## config.mk

```make
export PLATFORM = sky130hd
export DESIGN_NAME = dbg_trace_brk
export DESIGN_NICKNAME = d
export VERILOG_FILES = /design/src/rtl/dbg_pkg.sv /design/src/rtl/dbg_addr_cmp.sv /design/src/rtl/dbg_tag_slot.sv /design/src/rtl/dbg_trace_seq.sv /design/src/rtl/dbg_trace_brk.sv
export SDC_FILE = /design/constraint.sdc
export NUM_CORES = 1
export LEC_CHECK = 0
export ABC_AREA = 1
export ABC_CLOCK_PERIOD_IN_PS = 1560
export BUFFER_PORTS_ARGS = -buffer_cell sky130_fd_sc_hd__buf_2
export CAP_MARGIN = 5
export CORE_MARGIN = 3
export CORE_UTILIZATION = 43
export CTS_CLUSTER_SIZE = 10
export DETAILED_ROUTE_END_ITERATION = 10
export GPL_TIMING_DRIVEN = 0
export PLACE_DENSITY = 0.76
export SLEW_MARGIN = 10
export SYNTH_ARGS = -nofsm -noshare
export SYNTH_HDL_FRONTEND = slang
export SYNTH_SLANG_ARGS = --single-unit
```

## constraint.sdc

```tcl
create_clock -name clk -period 1.56 [get_ports clk]
set_input_delay 0.234 -clock clk [delete_from_list [all_inputs] [get_ports clk]]
set_output_delay 0.234 -clock clk [all_outputs]
set_load 0.05 [all_outputs]
```

## src/rtl/dbg_pkg.sv

```systemverilog
package dbg_pkg;

    typedef struct packed {
        logic start_role;   // 1: trigger begins the run
        logic op_trig;      // 1: trigger on tagged opcode execution
        logic brk;          // 1: raise a breakpoint request
    } run_setup_t;

    typedef enum logic {
        REQ_FORCED = 1'b0,
        REQ_TAGGED = 1'b1
    } req_kind_t;

    typedef struct packed {
        logic      valid;
        req_kind_t kind;
    } brk_req_t;

    function automatic run_setup_t decode_setup(input logic [2:0] code);
        run_setup_t s;
        s.start_role = code[2];
        s.op_trig    = code[1];
        s.brk        = code[0];
        return s;
    endfunction

    function automatic brk_req_t merge_req(input brk_req_t a, input brk_req_t b);
        brk_req_t m;
        m.valid = a.valid | b.valid;
        m.kind  = ((a.valid && a.kind == REQ_TAGGED) || (b.valid && b.kind == REQ_TAGGED))
                  ? REQ_TAGGED : REQ_FORCED;
        return m;
    endfunction

endpackage

```

## src/rtl/dbg_addr_cmp.sv

```systemverilog
module dbg_addr_cmp #(
    parameter int ADDR_W = 16,
    parameter int NCMP   = 3
) (
    input  logic [NCMP-1:0][ADDR_W-1:0] ref_addr,
    input  logic [ADDR_W-1:0]           bus_addr,
    input  logic                        bus_valid,
    output logic [NCMP-1:0]             hit
);
    for (genvar i = 0; i < NCMP; i++) begin : g_cmp
        assign hit[i] = bus_valid && (bus_addr == ref_addr[i]);
    end
endmodule

```

## src/rtl/dbg_tag_slot.sv

```systemverilog
module dbg_tag_slot (
    input  logic clk,
    input  logic rst,
    input  logic latch,
    input  logic exec,
    input  logic flush,
    input  logic clear,
    output logic fire
);
    logic pend;

    assign fire = pend && exec && !flush && !clear;

    always_ff @(posedge clk) begin
        if (rst || clear || flush) begin
            pend <= 1'b0;
        end else if (latch) begin
            pend <= 1'b1;
        end else if (exec) begin
            pend <= 1'b0;
        end
    end
endmodule

```

## src/rtl/dbg_trace_seq.sv

```systemverilog
module dbg_trace_seq
    import dbg_pkg::*;
#(
    parameter int ADDR_W = 16,
    parameter int DEPTH  = 64,
    localparam int PTR_W = $clog2(DEPTH)
) (
    input  logic              clk,
    input  logic              rst,
    input  logic              en,
    input  logic              arm_req,
    input  logic              disarm_req,
    input  run_setup_t        setup,
    input  logic              bus_valid,
    input  logic [ADDR_W-1:0] bus_addr,
    input  logic              trig,
    output logic              armed,
    output logic              started,
    output logic              full,
    output logic              fill_done,
    output logic              we,
    output logic [PTR_W-1:0]  waddr,
    output logic [ADDR_W-1:0] wdata
);
    logic [PTR_W-1:0] ptr;
    logic             cap;
    logic             last;
    logic             end_hit;

    assign cap       = armed && bus_valid && (!setup.start_role || started || trig);
    assign last      = cap && (ptr == PTR_W'(DEPTH - 1));
    assign end_hit   = armed && !setup.start_role && trig;
    assign fill_done = last && setup.start_role;

    always_ff @(posedge clk) begin
        if (rst) begin
            armed   <= 1'b0;
            started <= 1'b0;
            full    <= 1'b0;
            ptr     <= '0;
            we      <= 1'b0;
            waddr   <= '0;
            wdata   <= '0;
        end else begin
            we <= cap;
            if (cap) begin
                waddr <= ptr;
                wdata <= bus_addr;
                ptr   <= ptr + PTR_W'(1);
            end
            if (last) begin
                full <= 1'b1;
            end
            if (armed && trig && setup.start_role) begin
                started <= 1'b1;
            end
            if (!en || disarm_req) begin
                armed <= 1'b0;
            end else if (arm_req && !armed) begin
                armed   <= 1'b1;
                started <= 1'b0;
                full    <= 1'b0;
                ptr     <= '0;
            end else if (end_hit || fill_done) begin
                armed <= 1'b0;
            end
        end
    end
endmodule

```

## src/rtl/dbg_trace_brk.sv

```systemverilog
module dbg_trace_brk
    import dbg_pkg::*;
#(
    parameter int ADDR_W = 16,
    parameter int DEPTH  = 64,
    localparam int PTR_W = $clog2(DEPTH)
) (
    input  logic              clk,
    input  logic              rst,
    input  logic              dbg_en,
    input  logic              arm_req,
    input  logic              disarm_req,
    input  logic [2:0]        run_setup,
    input  logic              loop1_mode,
    input  logic              cmpc_en,
    input  logic              cmpc_tagged,
    input  logic              route_dbg,
    input  logic [ADDR_W-1:0] cmp_a_addr,
    input  logic [ADDR_W-1:0] cmp_b_addr,
    input  logic [ADDR_W-1:0] cmp_c_addr,
    input  logic              bus_valid,
    input  logic [ADDR_W-1:0] bus_addr,
    input  logic              fetch_tag,
    input  logic              exec_tag,
    input  logic              pipe_flush,
    output logic              trace_we,
    output logic [PTR_W-1:0]  trace_waddr,
    output logic [ADDR_W-1:0] trace_wdata,
    output logic              armed,
    output logic              trace_full,
    output logic              dbg_req,
    output logic              swi_req,
    output logic              req_tagged
);
    localparam int NCMP = 3;

    run_setup_t              setup;
    logic [NCMP-1:0]         hit;
    logic                    hit_ab, hit_c;
    logic                    started, fill_done;
    logic                    trig_live, addr_trig, op_fire, trig;
    logic                    ab_latch, ab_clear, ab_fire;
    logic                    c_ok, c_latch, c_clear, c_fire;
    brk_req_t                run_req, c_req, any_req;

    assign setup = decode_setup(run_setup);

    dbg_addr_cmp #(.ADDR_W(ADDR_W), .NCMP(NCMP)) u_cmp (
        .ref_addr  ({cmp_c_addr, cmp_b_addr, cmp_a_addr}),
        .bus_addr  (bus_addr),
        .bus_valid (bus_valid),
        .hit       (hit)
    );

    assign hit_ab = hit[0] || hit[1];
    assign hit_c  = hit[2];

    // Trigger path for comparators A/B
    assign trig_live = armed && !(setup.start_role && started);
    assign addr_trig = trig_live && !setup.op_trig && hit_ab;
    assign ab_latch  = trig_live && setup.op_trig && hit_ab && fetch_tag;
    assign ab_clear  = !trig_live || !setup.op_trig;

    dbg_tag_slot u_ab_slot (
        .clk   (clk),
        .rst   (rst),
        .latch (ab_latch),
        .exec  (exec_tag),
        .flush (pipe_flush),
        .clear (ab_clear),
        .fire  (ab_fire)
    );

    assign op_fire = ab_fire && trig_live && setup.op_trig;
    assign trig    = addr_trig || op_fire;

    dbg_trace_seq #(.ADDR_W(ADDR_W), .DEPTH(DEPTH)) u_seq (
        .clk        (clk),
        .rst        (rst),
        .en         (dbg_en),
        .arm_req    (arm_req),
        .disarm_req (disarm_req),
        .setup      (setup),
        .bus_valid  (bus_valid),
        .bus_addr   (bus_addr),
        .trig       (trig),
        .armed      (armed),
        .started    (started),
        .full       (trace_full),
        .fill_done  (fill_done),
        .we         (trace_we),
        .waddr      (trace_waddr),
        .wdata      (trace_wdata)
    );

    // Run breakpoint: at trigger in end role, at exhaustion in begin role
    always_comb begin
        run_req = '{valid: 1'b0, kind: REQ_FORCED};
        if (setup.brk && armed) begin
            if (!setup.start_role && trig) begin
                run_req.valid = 1'b1;
                run_req.kind  = setup.op_trig ? REQ_TAGGED : REQ_FORCED;
            end else if (fill_done) begin
                run_req.valid = 1'b1;
                run_req.kind  = REQ_FORCED;
            end
        end
    end

    // Comparator C: independent of the armed state
    assign c_ok    = dbg_en && cmpc_en && !loop1_mode;
    assign c_latch = c_ok && cmpc_tagged && hit_c && fetch_tag;
    assign c_clear = !c_ok || !cmpc_tagged;

    dbg_tag_slot u_c_slot (
        .clk   (clk),
        .rst   (rst),
        .latch (c_latch),
        .exec  (exec_tag),
        .flush (pipe_flush),
        .clear (c_clear),
        .fire  (c_fire)
    );

    always_comb begin
        c_req = '{valid: 1'b0, kind: REQ_FORCED};
        if (c_ok && !cmpc_tagged && hit_c) begin
            c_req.valid = 1'b1;
        end else if (c_fire) begin
            c_req.valid = 1'b1;
            c_req.kind  = REQ_TAGGED;
        end
    end

    assign any_req = merge_req(run_req, c_req);

    always_ff @(posedge clk) begin
        if (rst) begin
            dbg_req    <= 1'b0;
            swi_req    <= 1'b0;
            req_tagged <= 1'b0;
        end else begin
            dbg_req    <= any_req.valid && route_dbg;
            swi_req    <= any_req.valid && !route_dbg;
            req_tagged <= any_req.valid && (any_req.kind == REQ_TAGGED);
        end
    end
endmodule

```

* Yosys cells after proc, flatten, opt, wreduce, memory -nomap -nowiden
Index checks and enable logic that the tools add are counted.
** Operators by class
- Order comparisons :: 0
- Shift operators :: 0
- Add/subtract/negate cells :: 1
- Muxes and demuxes :: 22
- Bitwise gates (word level) :: 1
- Equality and inequality tests :: 4
- Multiply operators :: 0
- Reduce and logical (&&, ||, !) cells :: 71
- Divide/modulo/power cells :: 0
** Operators by type and width (count)
- $eq 16x16->1 :: 3
- $logic_and 1x1->1 :: 41
- $mux 6 :: 3
- $mux 1 :: 15
- $logic_not 1->1 :: 13
- $logic_or 1x1->1 :: 13
- $mux 2 :: 4
- $add 6x1->6 const B :: 1
- $eq 6x6->1 const B :: 1
- $reduce_bool 2->1 :: 3
- $reduce_or 2->1 :: 1
- $or 1x1->1 :: 1
** Word-level totals
- Bits of input ports :: 80
- Register bits :: 37
- Bits in latches :: 0
- Output and inout bits :: 28
- Logic and storage cells :: 111
- Bits in writable memories :: 0
- Memories kept :: 0
- Memory bits (read-only) :: 0

* Longest topological paths before layout
- Depth in word-level cells :: 21
- Depth in mapped cells :: 16
- Depth with buffers taken out :: 15

* By module
A second synthesis with hierarchy kept.
** Unflattened totals
- Cell total of the unflattened synthesis :: 402
- Area total of the unflattened synthesis :: 2401.1 um2
** By module, submodules not included
- dbg_trace_seq :: times used 1, cells each 165, area an instance 1281.2 um2
- dbg_addr_cmp :: times used 1, cells each 181, area an instance 783.3 um2
- dbg_trace_brk :: times used 1, cells each 38, area an instance 229.0 um2
- dbg_tag_slot :: times used 2, cells each 9, area an instance 53.8 um2

* Least setup slack after synthesis
No wires, ideal clock.
- Kind :: flip-flop to flip-flop
- Start point :: register u_seq.armed
- End point :: register u_seq.wdata[7]
- Buffers on the path :: 2
- Stages on the path, launching flop included :: 10
- Path slack :: -308 ps
- Arrival :: 1748 ps
- Library setup time :: 120 ps
- Data required time :: 1440 ps
- Cell sequence :: dfxtp_1 o21ai_0 nor2_1 nand4_1 nand3_2 nand2_4 inv_6 buf_6 buf_12 a21oi_1
** Between the ends
- Word-level cells in the longest chain between the ends :: 10
- Elaborated cells between the ends (all ways) :: 13
- Those cells by class :: reduce/logical (13)
** RTL lines
- start: declaration :: RTL line dbg_trace_seq.sv:17 : output logic armed,
- start signal: assignment :: RTL line dbg_trace_seq.sv:37 : armed <= 1'b0;
- start signal: assignment :: RTL line dbg_trace_seq.sv:58 : armed <= 1'b0;
- start signal: assignment :: RTL line dbg_trace_seq.sv:60 : armed <= 1'b1;
- $logic_and 1x1->1 :: RTL line dbg_trace_brk.sv:59 : assign trig_live = armed && !(setup.start_role && started);
- $logic_not 1->1 :: RTL line dbg_trace_brk.sv:62 : assign ab_clear = !trig_live || !setup.op_trig;
- $logic_or 1x1->1 :: RTL line dbg_trace_brk.sv:62
- $logic_not 1->1 :: RTL line dbg_tag_slot.sv:12 : assign fire = pend && exec && !flush && !clear;
- $logic_and 1x1->1 :: RTL line dbg_tag_slot.sv:12
- $logic_and 1x1->1 (2 in a row) :: RTL line dbg_trace_brk.sv:74 : assign op_fire = ab_fire && trig_live && setup.op_trig;
- $logic_or 1x1->1 :: RTL line dbg_trace_brk.sv:75 : assign trig = addr_trig || op_fire;
- $logic_or 1x1->1 :: RTL line dbg_trace_seq.sv:30 : assign cap = armed && bus_valid && (!setup.start_role || started || trig);
- $logic_and 1x1->1 * :: RTL line dbg_trace_seq.sv:30
- end signal: assignment :: RTL line dbg_trace_seq.sv:48 : wdata <= bus_addr;
- end: declaration :: RTL line dbg_trace_seq.sv:23 : output logic [ADDR_W-1:0] wdata
Every way passes the cells marked *; elsewhere a longest branch is shown, timed or not.
A chain may end at the register's enable or synchronous reset.

* Final worst setup path
- Start point :: input bus_addr[15]
- End point :: register u_seq.wdata[4]
** Between the ends
- Word-level cells in the longest chain between the ends :: 7
- Elaborated cells between the ends (all ways) :: 9
- Those cells by class :: eq/ne (2); reduce/logical (7)
** RTL lines
- start: declaration :: RTL line dbg_trace_brk.sv:22 : input logic [ADDR_W-1:0] bus_addr,
- $eq 16x16->1 :: RTL line dbg_addr_cmp.sv:11 : assign hit[i] = bus_valid && (bus_addr == ref_addr[i]);
- $logic_and 1x1->1 :: RTL line dbg_addr_cmp.sv:11
- $logic_or 1x1->1 * :: RTL line dbg_trace_brk.sv:55 : assign hit_ab = hit[0] || hit[1];
- $logic_and 1x1->1 * :: RTL line dbg_trace_brk.sv:60 : assign addr_trig = trig_live && !setup.op_trig && hit_ab;
- $logic_or 1x1->1 * :: RTL line dbg_trace_brk.sv:75
- $logic_or 1x1->1 * :: RTL line dbg_trace_seq.sv:30
- $logic_and 1x1->1 * :: RTL line dbg_trace_seq.sv:30
Marked as above.

==> impl_metrics.toml <==
[sta]
worst_pin_slew_ns = 0.4487
fin_crit_sh = 0.9433
max-slew-margin-rel = 0.7009
finClkSkew_ns = 0.003895
holdWs_ns = 0.1760
fmax_ghz = 0.6795
setup_violations = 0
setup_slack_ns = 0.08843
rsz0062_at_grt = "true"
slew_viol_final = 0
hold_viol_final = 0
min_period_ns = 1.472

[global_route]
grt_pass1_wl_um = 11670
grt_max_degree = 13
grt_pass1_vias = 2687
antenna_found_initial = 0
overflow = 0
track_usage = 0.2222

[setup_path]
r2r-start = "u_seq.ptr[0]"
crit_required_ns = 1.75
crit_type = "input pin to flip-flop"
r2r_cells = 9
r2r_slack_ns = 0.11
crit_arrival_ns = 1.66
r2r-end = "dbg_req"
path_common_cell = "nand2_1"
cpPeakStageDelay_ns = 0.15
crit_buf_inv = 4
cp_num_cells = 14
cp_max_fo = 6
setup.worst_path.start_class = "input pin"
cpMaxStageDelayCell = "xor2_1"
endpoint_kind = "flip-flop"
cp_top_family = "simple AND/OR/NAND/NOR gates"
cp_cell_sequence = "buf_6, xor2_1, nor2_1, nand2_1, nor2_2, nand3_1, nand2_1, nand2_1, nand3_2, nand2_4, inv_6, buf_8, clkbuf_16, a21oi_1"

[detailed_routing]
drtAntennaViolNets = 0
detail_route.wl_per_cell_um = 12.48
route.vias.total = 2953
totalWireLength_um = 7585
vias_per_cell = 4.857
firstDrtPassIters = 4
drt_iter0_markers = 119
route.detailed.drc = 0

[floorplanning]
io_pins = 108
rows = 27
die_y_um = 82.12
coreArea_mm2 = 0.005540
start_util = 0.4496
die_x_um = 82.12
die_area_mm2 = 0.006743

[clock_tree]
htreeDepth = 2
cts_made_buffers = 5
clk_pin_slew_ns = 0.08
root_buffer = "clkbuf_8"
cts_tree = "built"
cts.hold.buffers_added = 0
clock_latency_ns = 0.29
numClockSinks = 37
cts_buffer_depth = 2

[synth]
synthesis.nets = 496
synthArstFlopShare = 0
synth-edff-count = 0
netlist_top_cells_count = "nand2_1 (131), inv_1 (56), nor2_1 (54), dfxtp_1 (37), a21oi_1 (24)"
yosysTopAreaCell = "dfxtp_1"
ys_warn_count = 0
seq_area_frac_synth = 0.2973
ys_types = 32
synth_area_mm2 = 0.002491
synth_flop_cell = "dfxtp_1"
synthTopCellsByArea = "dfxtp_1 (30%), nand2_1 (20%), inv_1 (8.4%)"
synthCells = 415
ys_ff_latch = 37
syn_area_per_cell_um2 = 6.003
synth.most_common_cell = "nand2_1"
yosysTopAreaCellShare = 0.2973

[finish]
fin_nets = 616
final_core_util = 0.6416
syn2layout_area_growth_pct = 42.69
num-fill-cells = 537
antenna_cells = 0
stdcell_count = 608
drive_above_1_share = 0.3563

[power]
powerDensity_mw_per_mm2 = 658.9
vdd_drop_max_mv = 0.4455
total_leakage_power_nw = 1.884

[flow_run]
max_cap_viol_count = 0

[place]
place_hpwl_um = 6002
dp.cells = 594
place_ws_ns = -0.3845
gp_congestion = 0.8868
io_buffers = 107

[worst_hold_path]
holdCritStartpoint = "disarm_req"
worstHoldEndpoint = "u_seq.armed"
holdPathStages = 4
hp-class = "input pin to flip-flop"

[outcome]
status = "completed"
==> layer usage <==
metal  part of all wire  up-vias  track usage
met3              0.080        5      0.05748
met2               0.49       93       0.3845
met5                  0        -            0
met1               0.42     1316       0.2735
li1                   -     1539            -
met4             0.0069        0      0.05648
==> power breakdown <==
part           leakage [nW]  internal, mW  switching (mW)
Clock                0.0574         0.520           0.348
Sequential            0.301         0.951         0.00645
Combinational          1.53         0.218           0.299
==> placed cells by master (no fill, tap or decap), types with 2 or more instances in the layout <==
master     netlist  final
a211oi_2         2      2
a21oi_1         24     22
a21oi_2          7      9
buf_2            0     89
buf_4            1     10
buf_6            3     13
buf_8            0      3
clkbuf_1         2      2
clkbuf_16        0      2
clkbuf_8         0      6
dfxtp_1         37     33
dfxtp_2          0      2
dfxtp_4          0      2
inv_1           56     55
inv_2           14      8
inv_4            0      6
inv_6            1      2
nand2_1        131    126
nand2_2          0      5
nand3_1         13     12
nand3_2          2      3
nand4_1         11     11
nor2_1          54     44
nor2_2           1      9
nor2_4           0      2
nor3_1           4      2
nor4_1           5      5
o21ai_0         11      4
o21ai_1         12     16
o21ai_2          0      3
or2_2            6      6
xnor2_1          2      2
xor2_1           7      6
==> worst min-delay path: stages <==
cell,delay (ns)
buf_2,0.07
nor2_1,0.04
nand2_1,0.05
a21oi_1,0.03
==> cell families after synthesis <==
logic type | after synthesis | synth area share
AOI/OAI and AO/OA | 58 | 0.1341
xor gates and xnor gates | 9 | 0.03164
adders and majority gates | 1 | 0.005022
buffers and inverters | 78 | 0.1366
DFF | 37 | 0.2973
and+or+nand+nor | 232 | 0.3953
==> per-stage QoR <==
stage          area [um2]  TNS [ns]  total power [mW]
6_report             3555         0             2.342
5_1_grt              3555   -0.8755             2.453
4_1_cts              3273         0             2.297
3_5_place_dp         3120    -10.08             1.431
3_3_place_gp         3120    -8.269             1.420
2_1_floorplan        2495         0             1.230
==> sequential cells by signal (all words and copies together) (netlist names) <==
register / count
u_seq.armed: 1
u_c_slot.pend: 1
dbg_req: 1
u_seq.full: 1
u_seq.waddr: 6
u_ab_slot.pend: 1
u_seq.we: 1
u_seq.ptr: 6
u_seq.wdata: 16
swi_req: 1
u_seq.started: 1
req_tagged: 1
==> cell type report <==
cell class / count / area (um2) / area share
Timing Repair Buffer: 113 / 713.2 / 0.2006
Inverter: 71 / 291.5 / 0.08201
Clock buffer: 6 / 82.58 / 0.02323
Sequential cell: 37 / 750.7 / 0.2112
Tap cell: 72 / 90.09 / 0.02534
Clock inverter: 2 / 37.54 / 0.01056
Buffer: 7 / 76.32 / 0.02147
Multi-Input combinational cell: 300 / 1513 / 0.4256
==> worst max-delay path by stage <==
stage	startpoint	endpoint	slack, ns
after floorplan	u_seq.armed	u_seq.wdata[7]	0.04
after global placement	bus_addr[7]	u_seq.wdata[7]	-0.33
after detailed placement	bus_addr[4]	u_seq.wdata[2]	-0.38
after CTS	u_seq.started	u_seq.wdata[2]	0.02
after global routing	bus_addr[10]	u_seq.ptr[4]	-0.06
final	bus_addr[15]	u_seq.wdata[4]	0.09
==> repair_timing <==
action,in CTS,in global routing
hold endpoints to repair,0,0
buffers inserted,2,2
resized for setup,6,75
cloned,0,2
setup endpoints to repair,30,32
pin swaps,3,35
(Power assumes the default switching activity.)
